### src/rtl/trap_pkg.sv
package trap_pkg;
  typedef enum logic [1:0] {EV_NONE = 2'd0, EV_EXC = 2'd1, EV_BRK = 2'd2, EV_IRQ = 2'd3} ev_kind_e;

  localparam logic [2:0] CAUSE_GEN   = 3'd0;
  localparam logic [2:0] CAUSE_FLT_A = 3'd1;
  localparam logic [2:0] CAUSE_FLT_B = 3'd2;

  // status register bit positions; shadow bits sit one above their live bits
  localparam int MSR_IE  = 1;
  localparam int MSR_BIP = 3;
  localparam int MSR_EIP = 9;
  localparam int MSR_UM  = 11;
  localparam int MSR_UMS = 12;
  localparam int MSR_VM  = 13;
  localparam int MSR_VMS = 14;

  // syndrome bit positions
  localparam int ESR_STORE = 10;
  localparam int ESR_DS    = 12;
endpackage

### src/rtl/trap_select.sv
module trap_select
  import trap_pkg::*;
(
  input  logic       exc_req,
  input  logic [2:0] exc_cause,
  input  logic       prev_fault,
  input  logic       brk_req,
  input  logic       irq_req,
  input  logic       irq_ok,
  input  logic       halted,
  output ev_kind_e   kind,
  output logic       is_fault,
  output logic       bad,
  output logic       recur
);
  logic cause_known;

  always_comb begin
    cause_known = (exc_cause == CAUSE_GEN) || (exc_cause == CAUSE_FLT_A) ||
                  (exc_cause == CAUSE_FLT_B);
    is_fault    = (exc_cause == CAUSE_FLT_A) || (exc_cause == CAUSE_FLT_B);
    kind  = EV_NONE;
    bad   = 1'b0;
    recur = 1'b0;
    if (!halted) begin
      if (exc_req) begin
        if (!cause_known)               bad   = 1'b1;
        else if (is_fault && prev_fault) recur = 1'b1;
        else                            kind  = EV_EXC;
      end else if (brk_req) begin
        kind = EV_BRK;
      end else if (irq_req && irq_ok) begin
        kind = EV_IRQ;
      end
    end
  end
endmodule

### src/rtl/trap_msr_update.sv
module trap_msr_update
  import trap_pkg::*;
#(
  parameter int XLEN = 32
) (
  input  logic [XLEN-1:0] msr_in,
  input  ev_kind_e        kind,
  output logic [XLEN-1:0] msr_out
);
  always_comb begin
    msr_out          = msr_in;
    msr_out[MSR_VMS] = msr_in[MSR_VM];
    msr_out[MSR_UMS] = msr_in[MSR_UM];
    msr_out[MSR_VM]  = 1'b0;
    msr_out[MSR_UM]  = 1'b0;
    if (kind == EV_EXC) msr_out[MSR_EIP] = 1'b1;
    if (kind == EV_BRK) msr_out[MSR_BIP] = 1'b1;
  end
endmodule

### src/rtl/trap_syndrome.sv
module trap_syndrome
  import trap_pkg::*;
#(
  parameter int XLEN   = 32,
  parameter int CODE_W = 5
) (
  input  logic [2:0]        exc_cause,
  input  logic              exc_fetch,
  input  logic              exc_store,
  input  logic              in_ds,
  input  logic [CODE_W-1:0] gen_code,
  output logic [XLEN-1:0]   esr
);
  logic [CODE_W-1:0] code;

  always_comb begin
    unique case (exc_cause)
      CAUSE_FLT_A: code = exc_fetch ? CODE_W'(17) : CODE_W'(16);
      CAUSE_FLT_B: code = exc_fetch ? CODE_W'(19) : CODE_W'(18);
      default:     code = gen_code;
    endcase
    esr = XLEN'(code);
    if ((exc_cause == CAUSE_FLT_A) || (exc_cause == CAUSE_FLT_B))
      esr[ESR_STORE] = exc_store;
    esr[ESR_DS] = in_ds;
  end
endmodule

### src/rtl/trap_entry_ctrl.sv
module trap_entry_ctrl
  import trap_pkg::*;
#(
  parameter int              XLEN     = 32,
  parameter int              REG_W    = 5,
  parameter int              CODE_W   = 5,
  parameter logic [XLEN-1:0] EXC_VEC  = 32'h20,
  parameter logic [XLEN-1:0] IRQ_VEC  = 32'h10,
  parameter logic [XLEN-1:0] BRK_VEC  = 32'h18,
  parameter int              EXC_LINK = 17,
  parameter int              IRQ_LINK = 14,
  parameter int              BRK_LINK = 16,
  parameter int              INSN_B   = 4
) (
  input  logic              clk,
  input  logic              rst,
  input  logic              exc_req,
  input  logic [2:0]        exc_cause,
  input  logic              exc_fetch,
  input  logic              exc_store,
  input  logic [XLEN-1:0]   exc_addr,
  input  logic [CODE_W-1:0] gen_code,
  input  logic              prev_fault,
  input  logic              brk_req,
  input  logic              brk_hw,
  input  logic              irq_req,
  input  logic [XLEN-1:0]   cur_pc,
  input  logic [XLEN-1:0]   cur_msr,
  input  logic              flag_ds,
  input  logic              flag_imm,
  input  logic [XLEN-1:0]   br_target,
  output logic              taken_exc,
  output logic              taken_brk,
  output logic              taken_irq,
  output logic              pc_we,
  output logic [XLEN-1:0]   pc_next,
  output logic              gpr_we,
  output logic [REG_W-1:0]  gpr_idx,
  output logic [XLEN-1:0]   gpr_data,
  output logic              msr_we,
  output logic [XLEN-1:0]   msr_next,
  output logic              esr_we,
  output logic [XLEN-1:0]   esr_next,
  output logic              ear_we,
  output logic [XLEN-1:0]   ear_next,
  output logic              btr_we,
  output logic [XLEN-1:0]   btr_next,
  output logic              flags_clr,
  output logic              abort,
  output logic              bad_code
);
  localparam logic [XLEN-1:0] INSN_STEP = XLEN'(INSN_B);

  ev_kind_e        kind;
  logic            is_fault, bad, recur, irq_ok;
  logic [XLEN-1:0] msr_upd, esr_upd, link_val;

  // immediate-prefix flag is only consumed by the pipeline through flags_clr
  logic unused_imm;
  assign unused_imm = flag_imm;

  assign irq_ok = cur_msr[MSR_IE] && !cur_msr[MSR_EIP] && !cur_msr[MSR_BIP] && !flag_ds;

  trap_select u_sel (
    .exc_req    (exc_req),
    .exc_cause  (exc_cause),
    .prev_fault (prev_fault),
    .brk_req    (brk_req),
    .irq_req    (irq_req),
    .irq_ok     (irq_ok),
    .halted     (abort),
    .kind       (kind),
    .is_fault   (is_fault),
    .bad        (bad),
    .recur      (recur)
  );

  trap_msr_update #(.XLEN(XLEN)) u_msr (
    .msr_in  (cur_msr),
    .kind    (kind),
    .msr_out (msr_upd)
  );

  trap_syndrome #(.XLEN(XLEN), .CODE_W(CODE_W)) u_syn (
    .exc_cause (exc_cause),
    .exc_fetch (exc_fetch),
    .exc_store (exc_store),
    .in_ds     (flag_ds),
    .gen_code  (gen_code),
    .esr       (esr_upd)
  );

  // a fault inside a delay slot re-executes the branch before it
  assign link_val = (kind == EV_EXC && flag_ds) ? cur_pc - INSN_STEP : cur_pc;

  always_ff @(posedge clk) begin
    if (rst) begin
      taken_exc <= 1'b0;
      taken_brk <= 1'b0;
      taken_irq <= 1'b0;
      pc_we     <= 1'b0;
      pc_next   <= '0;
      gpr_we    <= 1'b0;
      gpr_idx   <= '0;
      gpr_data  <= '0;
      msr_we    <= 1'b0;
      msr_next  <= '0;
      esr_we    <= 1'b0;
      esr_next  <= '0;
      ear_we    <= 1'b0;
      ear_next  <= '0;
      btr_we    <= 1'b0;
      btr_next  <= '0;
      flags_clr <= 1'b0;
      abort     <= 1'b0;
      bad_code  <= 1'b0;
    end else begin
      taken_exc <= (kind == EV_EXC);
      taken_brk <= (kind == EV_BRK);
      taken_irq <= (kind == EV_IRQ);
      pc_we     <= (kind != EV_NONE);
      msr_we    <= (kind != EV_NONE);
      msr_next  <= msr_upd;
      gpr_data  <= link_val;
      esr_we    <= (kind == EV_EXC);
      esr_next  <= esr_upd;
      ear_we    <= (kind == EV_EXC) && is_fault;
      ear_next  <= exc_addr;
      btr_we    <= (kind == EV_EXC) && flag_ds;
      btr_next  <= br_target;
      flags_clr <= (kind == EV_EXC);
      abort     <= abort | recur;
      bad_code  <= bad_code | bad;
      unique case (kind)
        EV_EXC: begin
          pc_next <= EXC_VEC;
          gpr_we  <= 1'b1;
          gpr_idx <= REG_W'(EXC_LINK);
        end
        EV_IRQ: begin
          pc_next <= IRQ_VEC;
          gpr_we  <= 1'b1;
          gpr_idx <= REG_W'(IRQ_LINK);
        end
        EV_BRK: begin
          pc_next <= brk_hw ? BRK_VEC : br_target;
          gpr_we  <= brk_hw;
          gpr_idx <= REG_W'(BRK_LINK);
        end
        default: begin
          pc_next <= pc_next;
          gpr_we  <= 1'b0;
          gpr_idx <= gpr_idx;
        end
      endcase
    end
  end
endmodule

### config.mk
export PLATFORM = sky130hd
export DESIGN_NAME = trap_entry_ctrl
export DESIGN_NICKNAME = d
export VERILOG_FILES = /design/src/rtl/trap_pkg.sv /design/src/rtl/trap_select.sv /design/src/rtl/trap_msr_update.sv /design/src/rtl/trap_syndrome.sv /design/src/rtl/trap_entry_ctrl.sv
export SDC_FILE = /design/constraint.sdc
export NUM_CORES = 1
export LEC_CHECK = 0
export ABC_AREA = 1
export BUFFER_PORTS_ARGS = -buffer_cell sky130_fd_sc_hd__buf_2
export CORE_UTILIZATION = 27
export CTS_BUF_LIST = sky130_fd_sc_hd__clkbuf_8
export DETAILED_ROUTE_END_ITERATION = 7
export SLEW_MARGIN = 15
export SYNTH_ARGS = -nofsm -noshare
export SYNTH_HDL_FRONTEND = slang
export SYNTH_SLANG_ARGS = --single-unit
### constraint.sdc
create_clock -name clk -period 4.1 [get_ports clk]
set_clock_uncertainty 0.15 [all_clocks]
set_input_delay 1.025 -clock clk [delete_from_list [all_inputs] [get_ports clk]]
set_output_delay 1.025 -clock clk [all_outputs]
set_load 0.01 [all_outputs]
-- After elaboration in Yosys (flattened, before gate mapping)
Index checks and enable logic that the tools add are counted.
- shift operators: 0
- magnitude comparators: 0
- eq/ne operators: 5
- div/mod/pow operators: 0
- bitwise logic cells: 3
- reduce and logical (&&, ||, !) cells: 18
- add/subtract/negate cells: 1
- mux-type cells: 23
- $mul: 0
- operators with widths (cell ; number):
    $pmux W32 S3 ; 1
    $mux W32 ; 2
    $sub A32 B3 Y32 const B ; 1
    $pmux W5 S3 ; 1
    $mux W1 ; 12
    $mux W2 ; 5
    $pmux W5 S2 ; 1
    $logic_and A1 B1 Y1 ; 7
    $eq A2 B2 Y1 const B ; 2
    $reduce_or A2 Y1 ; 2
    $eq A3 B1 Y1 const B ; 1
    $eq A3 B2 Y1 const B ; 1
    $logic_not A1 Y1 ; 3
    $logic_not A3 Y1 ; 1
    $logic_or A1 B1 Y1 ; 3
    $reduce_bool A3 Y1 ; 1
    $eq A2 B1 Y1 const B ; 1
    $or A1 B1 Y1 ; 2
    $pmux W1 S2 ; 1
    $reduce_bool A2 Y1 ; 1
    $not A1 Y1 ; 1
- word-level logic and storage cells: 69
- memory bits (read-only): 0
- register bits after elaboration: 206
- memory bits (writable): 0
- memories kept: 0
- latch bits: 0
- bits of input ports: 147
- output and inout bits: 209

-- Depth between registers and ports, before layout
Gate-level depths: netlist of run 1.
- depth in word-level cells: 12
- mapped depth: 12
- depth with buffers taken out: 11

-- Hierarchy
Synthesis of run 1 repeated with hierarchy kept, for this count alone.
- cell total of the unflattened synthesis: 892
- area total of the unflattened synthesis: 7300.8 um2
- modules (own cells, without submodules) (module ; area an instance (um2) ; cells an instance ; times used ; seq. area each (um2)):
    trap_entry_ctrl ; 6647.6 ; 782 ; 1 ; 4083.9
    trap_syndrome ; 290.3 ; 50 ; 1 ; 0.0
    trap_msr_update ; 259.0 ; 39 ; 1 ; 0.0
    trap_select ; 103.8 ; 21 ; 1 ; 0.0

-- Worst setup path after synthesis of run 1
Ideal clock, no wire load.
- path kind: input to register
- start: input port cur_pc[3]
- end: register gpr_data[18]
- cell stages on the path: 8
- library setup time: 0.138 ns
- slack: 1.833 ns
- data required time: 3.812 ns
- path buffers: 0
- arrival: 1.979 ns
- path through: inv_1 -> ha_1 -> nand2_1 -> nor2_1 -> nand2_1 -> xnor2_1 -> nand2_1 -> a21oi_2
- word-level cells in the longest chain between the ends: 2
- RTL lines (element ; line ; source):
    start: declaration ; trap_entry_ctrl.sv:27 ; input logic [XLEN-1:0] cur_pc,
    $sub A32 B3 Y32 ; trap_entry_ctrl.sv:94 ; assign link_val = (kind == EV_EXC && flag_ds) ? cur_pc - INSN_STEP : cur_pc;
    $mux W32 ; trap_entry_ctrl.sv:94 ;
    end signal: assignment ; trap_entry_ctrl.sv:124 ; gpr_data <= link_val;
    end: declaration ; trap_entry_ctrl.sv:39 ; output logic [XLEN-1:0] gpr_data,
No other way between the ends.
A chain may end at the register's enable or synchronous reset.

-- Worst setup path in the final report of run 1
- start: input port cur_msr[1]
- end: register pc_next[18]
- word-level cells in the longest chain between the ends: 10
- elaborated cells between the ends (all ways): 13
- classes of those cells: eq/ne (3); mux (5); reduce/logical (5)
- RTL lines (element ; line ; source):
    start: declaration ; trap_entry_ctrl.sv:28 ; input logic [XLEN-1:0] cur_msr,
    $logic_and A1 B1 Y1 (*) (3 in series) ; trap_entry_ctrl.sv:62 ; assign irq_ok = cur_msr[MSR_IE] && !cur_msr[MSR_EIP] && !cur_msr[MSR_BIP] && !flag_ds;
    $logic_and A1 B1 Y1 (*) ; trap_select.sv:32 ; end else if (irq_req && irq_ok) begin
    $mux W2 (*) ; trap_select.sv:32 ;
    $mux W2 (*) ; trap_select.sv:30 ; end else if (brk_req) begin
    $mux W2 (*) ; trap_select.sv:26 ; if (exc_req) begin
    $mux W2 (*) ; trap_select.sv:25 ; if (!halted) begin
    $eq A2 B2 Y1 / $eq A2 B1 Y1 (equally long branches) ; trap_entry_ctrl.sv:134 ; unique case (kind)
    $pmux W32 S3 / $reduce_bool A3 Y1 (equally long branches) ; n/a ;
    end signal: assignment ; trap_entry_ctrl.sv:146 ; pc_next <= brk_hw ? BRK_VEC : br_target;
    end signal: assignment ; trap_entry_ctrl.sv:151 ; pc_next <= pc_next;
    end: declaration ; trap_entry_ctrl.sv:36 ; output logic [XLEN-1:0] pc_next,
Mark *: on every way between the ends. The rest lies on a longest branch, timed or not.

==> impl_metrics.json, run 1 <==
{
  "p_seq_frac": 0.519,
  "critPathArrivalTime_ps": 2620,
  "irDropWorstVdd_mv": 0.204,
  "ff_latch_area_um2": 3540,
  "die_w_um": 159,
  "path_buf_inv": 4,
  "layout.nets": 1343,
  "netlist_area_um2": 6690,
  "fillerInstances": 2617,
  "timing.setup.tns_ps": 0,
  "yosysUniqueCellTypes": 27,
  "drc": 0,
  "ys_warn_count": 0,
  "design.core.area_um2": 24300,
  "place_congestion": 0.837,
  "hpwl_um": 14400,
  "path_cells": "buf_2 > inv_1 > nor2_1 > nand3_1 > nand2_1 > nand2_1 > inv_1 > nor2_1 > inv_1 > nor2_4 > nand2_1 > nand2_1",
  "placed_area_um2": 8480,
  "root_buffer": "clkbuf_8",
  "hold_end": "pc_next[21]",
  "die_y_um": 159,
  "async_flop_share": 0,
  "grt_usage": 0.149,
  "overflow": 0,
  "drive_above_1_share": 0.330,
  "pin_count": 356,
  "start_util": 0.275,
  "cts_sinks": 177,
  "antenna_cells": 0,
  "power_frac_clock": 0.351,
  "top_layer": "met5",
  "wl_um": 19200,
  "p_sw_frac": 0.292,
  "drt-pass1-iter-count": 4,
  "worstSetupEndpointType": "flip-flop",
  "status": "finished clean",
  "setup_viol": 0,
  "design_area_um2": 8880,
  "cts_tree": "done",
  "drt_iter0_drc": 219,
  "grt_pass1_wl_um": 29500,
  "final_util": 0.365,
  "r2r-start": "abort",
  "antenna_found_initial": 1,
  "max_slew_margin": 0.438,
  "post_cts_buffers": 0,
  "crit_slowest_cell": "nor2_4",
  "viasPerCell": 3.99,
  "grt_max_degree": 137,
  "cap_violations": 0,
  "yosys_register_bits": 177,
  "grt_pass1_vias": 5538,
  "p_switching_mw": 1.03,
  "cts_buffers": 17,
  "slowest_delay_ps": 610,
  "vias": 6106,
  "crit_family": "simple AND/OR/NAND/NOR gates",
  "start_kind": "input pin",
  "synth_edf_count": 0,
  "reg2reg_slack_ps": 2080,
  "wl_met3_um": 1480,
  "met1_length_um": 7660,
  "min_path_cells": 2,
  "worst_slew_pin_slew_ps": 843,
  "r2r-end": "pc_next[18]",
  "final_common_cell": "buf_2",
  "cp_common_cell": "nand2_1",
  "cts_hold_buf": 0,
  "critical_path_class": "input pin to flip-flop",
  "multiInputGateArea_um2": 2340,
  "max_freq_mhz": 420,
  "internal-power_mw": 2.50,
  "p_comb_frac": 0.130,
  "crit_required_ps": 4340,
  "grt_setup_unrepaired": "no",
  "wl_met2_um": 9590,
  "insertion_delay_ps": 440,
  "seq_area_frac_synth": 0.530,
  "syn_to_final_growth_pct": 32.9,
  "cts.clk_slew.worst_paths_ps": 100,
  "portBuffers": 325,
  "fin_crit_sh": 0.581,
  "slew_violations": 0,
  "htreeDepth": 4,
  "hold_viol": 0,
  "clock_path_buffers": 2,
  "synthCells": 881,
  "r2r.worst_path.cells": 8,
  "p_per_area_nw_per_um2": 398,
  "min_from": "pc_next[21]",
  "fin_crit_ps": 2380,
  "crit_fanout": 31,
  "avgSynthCellArea_um2": 7.59,
  "ant_nets": 0,
  "synth-main-ff-cell": "dfxtp_1",
  "layout.cells.most_common_list": "buf_2, nand2_1, dfxtp_1",
  "hp-class": "flip-flop to flip-flop",
  "die-area_um2": 25400,
  "p_leak_nw": 5.00,
  "post_cts_resized": 0,
  "wl_per_cell_um": 12.5,
  "num_rows": 57
}
-- through the flow --
stage,cells,setup WS [ps],hold slack [ps],total power [mW]
2_1_floorplan,907,1830,319,2.14
3_3_place_gp,1500,1190,275,2.34
3_5_place_dp,1500,1180,277,2.34
4_1_cts,1531,1680,299,3.61
5_1_grt,1531,1560,322,3.73
6_report,1531,1720,298,3.53
-- cell usage after synthesis, types with 4 or more instances --
| library cell | count | share of area |
|---|---|---|
| xor2_1 | 7 | 0.0092 |
| a21oi_2 | 19 | 0.025 |
| o21ai_0 | 8 | 0.0060 |
| dfxtp_1 | 177 | 0.53 |
| buf_4 | 35 | 0.039 |
| nand2_2 | 5 | 0.0047 |
| nor2_2 | 4 | 0.0037 |
| nand4_1 | 11 | 0.010 |
| nor2_1 | 163 | 0.092 |
| inv_1 | 136 | 0.076 |
| a21oi_1 | 20 | 0.015 |
| buf_2 | 4 | 0.0030 |
| nor2_4 | 4 | 0.0067 |
| nand3_1 | 17 | 0.013 |
| buf_1 | 6 | 0.0034 |
| nand2_1 | 232 | 0.13 |
| clkbuf_1 | 11 | 0.0062 |
| xnor2_1 | 8 | 0.010 |
-- registers in the layout (all words and copies together) (netlist names) --
| name | cells |
|---|---|
| gpr_data | 32 |
| flags_clr | 1 |
| msr_we | 1 |
| taken_irq | 1 |
| btr_we | 1 |
| msr_next | 30 |
| btr_next | 32 |
| ear_next | 32 |
| gpr_idx | 3 |
| abort | 1 |
| bad_code | 1 |
| gpr_we | 1 |
| ear_we | 1 |
| pc_next | 32 |
| esr_next | 7 |
| taken_brk | 1 |
-- cell families after synthesis --
logic type,share of synthesized area
DFF,0.530
buffers and inverters,0.135
adders and majority gates,0.00187
and+or+nand+nor,0.264
xor gates and xnor gates,0.0196
AOI/OAI and AO/OA,0.0481
other,0.000561
-- per-layer routing --
layer / track usage / vias to the layer above
met4: 0.0564 / 2
met3: 0.0464 / 25
met2: 0.267 / 232
met1: 0.165 / 2682
met5: 0 / -
li1: - / 3165
-- how the worst max path moves through the flow --
stage | slack, ps | cells past startpoint | end | startpoint
detailed placement | 1180 | 12 | pc_next[18] | cur_msr[1]
global placement | 1190 | 12 | pc_next[18] | cur_msr[1]
finish | 1720 | 12 | pc_next[18] | cur_msr[1]
CTS | 1680 | 12 | pc_next[18] | cur_msr[1]
floorplan | 1830 | 8 | gpr_data[18] | cur_pc[3]
global route | 1560 | 12 | pc_next[21] | cur_msr[1]
-- power groups by stage --
stage,registers (mW),clock network [mW],logic [mW]
2_1_floorplan,1.92,0,0.212
3_3_place_gp,1.87,0,0.463
3_5_place_dp,1.87,0,0.465
4_1_cts,1.84,1.31,0.467
5_1_grt,1.84,1.38,0.509
6_report,1.83,1.24,0.458
-- area by class of cell --
| type | instances | share of cell area |
|---|---|---|
| Clock buffer | 17 | 0.0263 |
| Timing Repair Buffer | 328 | 0.187 |
| Multi-Input combinational cell | 531 | 0.263 |
| Clock inverter | 14 | 0.0196 |
| Inverter | 140 | 0.0592 |
| Tap cell | 324 | 0.0456 |
| Sequential cell | 177 | 0.399 |
-- worst register-to-register path: stages (launching register included) --
cell and delay [ps]:
dfxtp_1 410, nor2_1 100, nand2_1 160, inv_1 120
nor2_1 130, inv_1 90, nor2_4 610, nand2_1 140
nand2_1 90
No activity file was read; power rests on OpenSTA's default activity.
==> inputs of run 2 (changes only) <==
clock period = 2.5 ns   (was 4.1 ns; I/O delays follow)
==> run 2 against run 1 <==
  * Core utilization increased by 0.14 points
  * Largest power group unchanged
  * Final cell count increased by 0.33%
  * Register-to-register slack got worse by 1600 ps
  * Count of clock-buffer cells in the layout unchanged
  * Via count increased by 0.92%
  * Non-clock buffer count increased by 5
  * Sequential share of layout area decreased by 0.16 points
==> impl_metrics.json, run 2 (synthesis gave the netlist of run 1 again) <==
{
  "grt_setup_unrepaired": "no",
  "drive_above_1_share": 0.333,
  "viasPerCell": 4.01,
  "die_y_um": 159,
  "grt_pass1_vias": 5730,
  "hpwl_um": 14800,
  "cts_tree": "done",
  "cts_hold_buf": 0,
  "design_area_um2": 8920,
  "num_rows": 57,
  "layout.cells.most_common_list": "buf_2, nand2_1, dfxtp_1",
  "worstSetupEndpointType": "flip-flop",
  "whs_ps": 212,
  "max_freq_mhz": 507,
  "final_common_cell": "buf_2",
  "pin_count": 356,
  "vias": 6162,
  "die_w_um": 159,
  "crit_required_ps": 2730,
  "final_util": 0.367,
  "overflow": 0,
  "drt_iter0_drc": 296,
  "hold_viol": 0,
  "start_util": 0.275,
  "p_leak_nw": 5.02,
  "critical_path_class": "flip-flop to flip-flop",
  "crit_slowest_cell": "nor2_4",
  "cp-endpoint": "pc_next[27]",
  "max_slew_margin": 0.511,
  "fin_crit_ps": 1970,
  "antenna_found_initial": 0,
  "cap_violations": 0,
  "ant_nets": 0,
  "p_seq_frac": 0.530,
  "setup.worst_path.start": "abort",
  "wl_um": 19200,
  "hp-class": "input pin to flip-flop",
  "slowest_delay_ps": 560,
  "p_switching_mw": 1.67,
  "post_cts_buffers": 0,
  "setup_viol": 0,
  "insertion_delay_ps": 450,
  "timing.setup.tns_ps": 0,
  "cts_sinks": 177,
  "post_cts_resized": 0,
  "p_sw_frac": 0.295,
  "irDropWorstVdd_mv": 0.322,
  "grt_usage": 0.151,
  "grt_pass1_wl_um": 30000,
  "clock_path_buffers": 2,
  "die-area_um2": 25400,
  "placed_area_um2": 8540,
  "antenna_cells": 0,
  "r2r-start": "abort",
  "root_buffer": "clkbuf_8",
  "syn_to_final_growth_pct": 33.4,
  "grt_max_degree": 78,
  "r2r-end": "pc_next[27]",
  "critPathArrivalTime_ps": 2210,
  "drc": 0,
  "crit_fanout": 31,
  "design.core.area_um2": 24300,
  "portBuffers": 325,
  "path_cells": "nor2_1 > nand2_1 > inv_1 > nor2_1 > inv_1 > nor2_4 > nand2_1 > nand2_1",
  "cts_buffers": 17,
  "drt-pass1-iter-count": 4,
  "wl_per_cell_um": 12.5,
  "r2r.worst_path.cells": 8,
  "reg2reg_slack_ps": 530,
  "htreeDepth": 4,
  "worst_slew_pin_slew_ps": 731,
  "p_per_area_nw_per_um2": 637,
  "power_frac_clock": 0.336,
  "start_kind": "flip-flop",
  "internal-power_mw": 4.00,
  "layout.nets": 1348,
  "cts.clk_slew.worst_paths_ps": 110,
  "p_comb_frac": 0.134,
  "status": "finished clean",
  "place_congestion": 0.828,
  "cp_common_cell": "nand2_1",
  "fin_crit_sh": 0.789,
  "slew_violations": 0
}
-- run 2: changes by cell type in the layout (fill, tap and decap cells not counted), sizes merged --
cell,change
bufinv,-1
inv,+1
clkinv,-1
buf,+5
clkinvlp,+1
-- run 2: critical path: cells and delay by family (launching register included) --
kind                   cells  cell delay (ps)
flip-flops                 1              420
buffers and inverters      2              190
AND/OR/NAND/NOR            6             1130
-- run 2: area by class of cell --
cell class / count / area, um^2
flip-flops and latches: 177 / 3540
well taps: 324 / 405
fillers: 2620 / 15400
clock buffers: 17 / 234
inverters: 140 / 526
clock inverters: 14 / 146
repair buffers: 333 / 1730
multi-input cells: 531 / 2340
-- run 2: worst min-delay path by stage --
| stage | slack, ps | startpoint | depth (start not counted) | end |
|---|---|---|---|---|
| final | 210 | cur_msr[16] | 3 | msr_next[16] |
| after global placement | 280 | pc_next[25] | 2 | pc_next[25] |
| after global routing | 160 | exc_addr[30] | 3 | ear_next[30] |
| after detailed placement | 280 | pc_next[21] | 2 | pc_next[21] |
| after floorplan | 320 | pc_next[0] | 2 | pc_next[0] |
| after CTS | 160 | cur_msr[31] | 3 | msr_next[31] |
-- run 2: per-layer routing --
| layer | global-route usage | up-vias | routed length (um) |
|---|---|---|---|
| met2 | 0.270 | 248 | 9510 |
| li1 | - | 3176 | - |
| met3 | 0.0425 | 24 | 1410 |
| met1 | 0.168 | 2714 | 7740 |
| met5 | 0 | - | 0 |
| met4 | 0.0594 | 0 | 532 |
-- run 2: per-stage QoR --
stage               instances  worst slack [ps]  total power, mW
floorplan                 907               633             3.50
CTS                      1536               460             5.79
detailed placement       1505              71.2             3.85
finish                   1536               527             5.68
global route             1536               248             6.01
global placement         1505               132             3.84
-- run 2: power by group through the flow --
stage,combinational [mW],sequential [mW],clock (mW)
6_report,0.762,3.01,1.91
5_1_grt,0.853,3.02,2.13
4_1_cts,0.776,3.01,2.01
3_5_place_dp,0.772,3.07,0
3_3_place_gp,0.769,3.07,0
2_1_floorplan,0.348,3.16,0
==> inputs of run 3 (changes only) <==
clock period = 1.9 ns   (was 2.5 ns; I/O delays follow)
==> run 3 against run 2 <==
  * Combinational power is 36% higher
  * Global-route usage is essentially flat
  * Worst setup slack worse by 310 ps
  * Critical path depth increased by 1
  * Flip-flop and latch count stayed put
  * Via count is 0.58% higher
  * Design area grew 2.2%
  * Count of clock-buffer cells in the layout did not move
  * Clock power grew 36%
  * Maximum frequency increased by 17%
  * Largest power group unchanged
==> impl_metrics.json, run 3 (synthesis gave the netlist of run 1 again) <==
{
  "final_common_cell": "buf_2",
  "syn_to_final_growth_pct": 36.4,
  "crit_fanout": 30,
  "grt_setup_unrepaired": "no",
  "setup_viol": 0,
  "power_frac_clock": 0.342,
  "max_freq_mhz": 593,
  "wl_met3_um": 1340,
  "critPathArrivalTime_ps": 1910,
  "hold_viol": 0,
  "post_cts_resized": 0,
  "p_comb_frac": 0.137,
  "drc": 0,
  "grt_pass1_vias": 5875,
  "hp-class": "input pin to flip-flop",
  "hpwl_um": 15000,
  "antenna_cells": 0,
  "fin_crit_sh": 0.888,
  "num_rows": 57,
  "vias": 6198,
  "cts_buffers": 17,
  "whs_ps": 66.3,
  "layout.cells.most_common_list": "buf_2, nand2_1, dfxtp_1",
  "insertion_delay_ps": 440,
  "overflow": 0,
  "die_w_um": 159,
  "fin_cells": 1555,
  "cts_hold_buf": 0,
  "fillerInstances": 2564,
  "slowest_delay_ps": 410,
  "post_cts_buffers": 0,
  "ant_nets": 0,
  "die-area_um2": 25400,
  "p_leak_nw": 5.15,
  "p_switching_mw": 2.26,
  "cts_sinks": 177,
  "design.core.area_um2": 24300,
  "die_y_um": 159,
  "drt-pass1-iter-count": 5,
  "root_buffer": "clkbuf_8",
  "grt_usage": 0.151,
  "p_seq_frac": 0.521,
  "start_util": 0.275,
  "crit_slowest_cell": "dfxtp_1",
  "slew_violations": 0,
  "numPlacedInstances": 1523,
  "grt_pass1_wl_um": 30000,
  "cp_common_cell": "nand2_1",
  "irDropWorstVdd_mv": 0.409,
  "wl_um": 19300,
  "start_kind": "flip-flop",
  "crit_required_ps": 2130,
  "fin_crit_ps": 1690,
  "critical_path_class": "flip-flop to flip-flop",
  "wl_per_cell_um": 12.4,
  "drt_iter0_drc": 224,
  "cts.clk_slew.worst_paths_ps": 110,
  "status": "finished clean",
  "clock_path_buffers": 2,
  "met1_length_um": 7740,
  "drive_above_1_share": 0.342,
  "htreeDepth": 4,
  "path_cells": "nor2_1 > nand2_1 > inv_1 > nor2_1 > inv_1 > nor2_4 > buf_12 > nand2_1 > nand2_1",
  "top_layer": "met4",
  "viasPerCell": 3.99,
  "p_sw_frac": 0.298,
  "portBuffers": 325,
  "antenna_found_initial": 0,
  "layout.nets": 1366,
  "internal-power_mw": 5.33,
  "place_congestion": 0.860,
  "grt_max_degree": 38,
  "pin_count": 356,
  "cap_violations": 0,
  "cts_tree": "done",
  "wl_met2_um": 9820,
  "worstSetupEndpointType": "flip-flop",
  "p_per_area_nw_per_um2": 833
}
==> run 3: changes by cell type in the layout (fill, tap and decap cells not counted) <==
| cell | previous run | this run |
|---|---|---|
| buf_4 | 6 | 20 |
| inv_6 | 1 | 3 |
| clkinvlp_4 | 3 | 0 |
| inv_12 | 0 | 1 |
| inv_1 | 136 | 137 |
| buf_12 | 3 | 7 |
==> run 3: metal layers <==
| metal | vias up | GRT usage |
|---|---|---|
| li1 | 3210 | - |
| met1 | 2729 | 0.162 |
| met2 | 239 | 0.282 |
| met3 | 20 | 0.0406 |
| met4 | 0 | 0.0551 |
| met5 | - | 0 |
==> run 3: final cells by class <==
class | count | area (um^2) | share of cell area
well taps | 324 | 405 | 0.0445
clock inverters | 15 | 161 | 0.0177
repair buffers | 351 | 1910 | 0.210
flip-flops and latches | 177 | 3540 | 0.389
multi-input cells | 531 | 2340 | 0.256
clock buffers | 17 | 234 | 0.0257
inverters | 140 | 526 | 0.0576
==> run 3: worst paths after layout <==
check / from / end / slack (ps) / cells after the start
max: abort / pc_next[24] / 210 / 9
min: exc_addr[8] / ear_next[8] / 70 / 3
max reg2reg: abort / pc_next[24] / 210 / 9
min reg2reg: pc_next[23] / pc_next[23] / 300 / 2
==> run 3: stage by stage <==
stage | setup WS (ps) | instance area [um^2] | power (mW) | utilization | TNS (ps)
2_1_floorplan | 183 | 6780 | 4.61 | - | 0
3_3_place_gp | -58.2 | 8720 | 5.09 | 0.359 | -1540
3_5_place_dp | -75.0 | 8720 | 5.10 | 0.359 | -2560
4_1_cts | 151 | 9120 | 7.77 | 0.375 | 0
5_1_grt | 14.6 | 9120 | 8.03 | 0.375 | 0
6_report | 212 | 9120 | 7.59 | 0.375 | 0
==> run 3: power by group through the flow <==
stage | clock network [mW] | registers, mW | logic, mW
global placement | 0 | 4.04 | 1.05
floorplan | 0 | 4.15 | 0.458
finish | 2.60 | 3.96 | 1.04
global route | 2.89 | 3.98 | 1.16
detailed placement | 0 | 4.04 | 1.06
CTS | 2.75 | 3.96 | 1.06
==> run 3: worst max-delay path, delay by kind of cell, from the launching register on <==
| kind | cells | cell delay, ps |
|---|---|---|
| and+or+nand+nor | 6 | 640 |
| buffers and inverters | 3 | 390 |
| DFF | 1 | 410 |
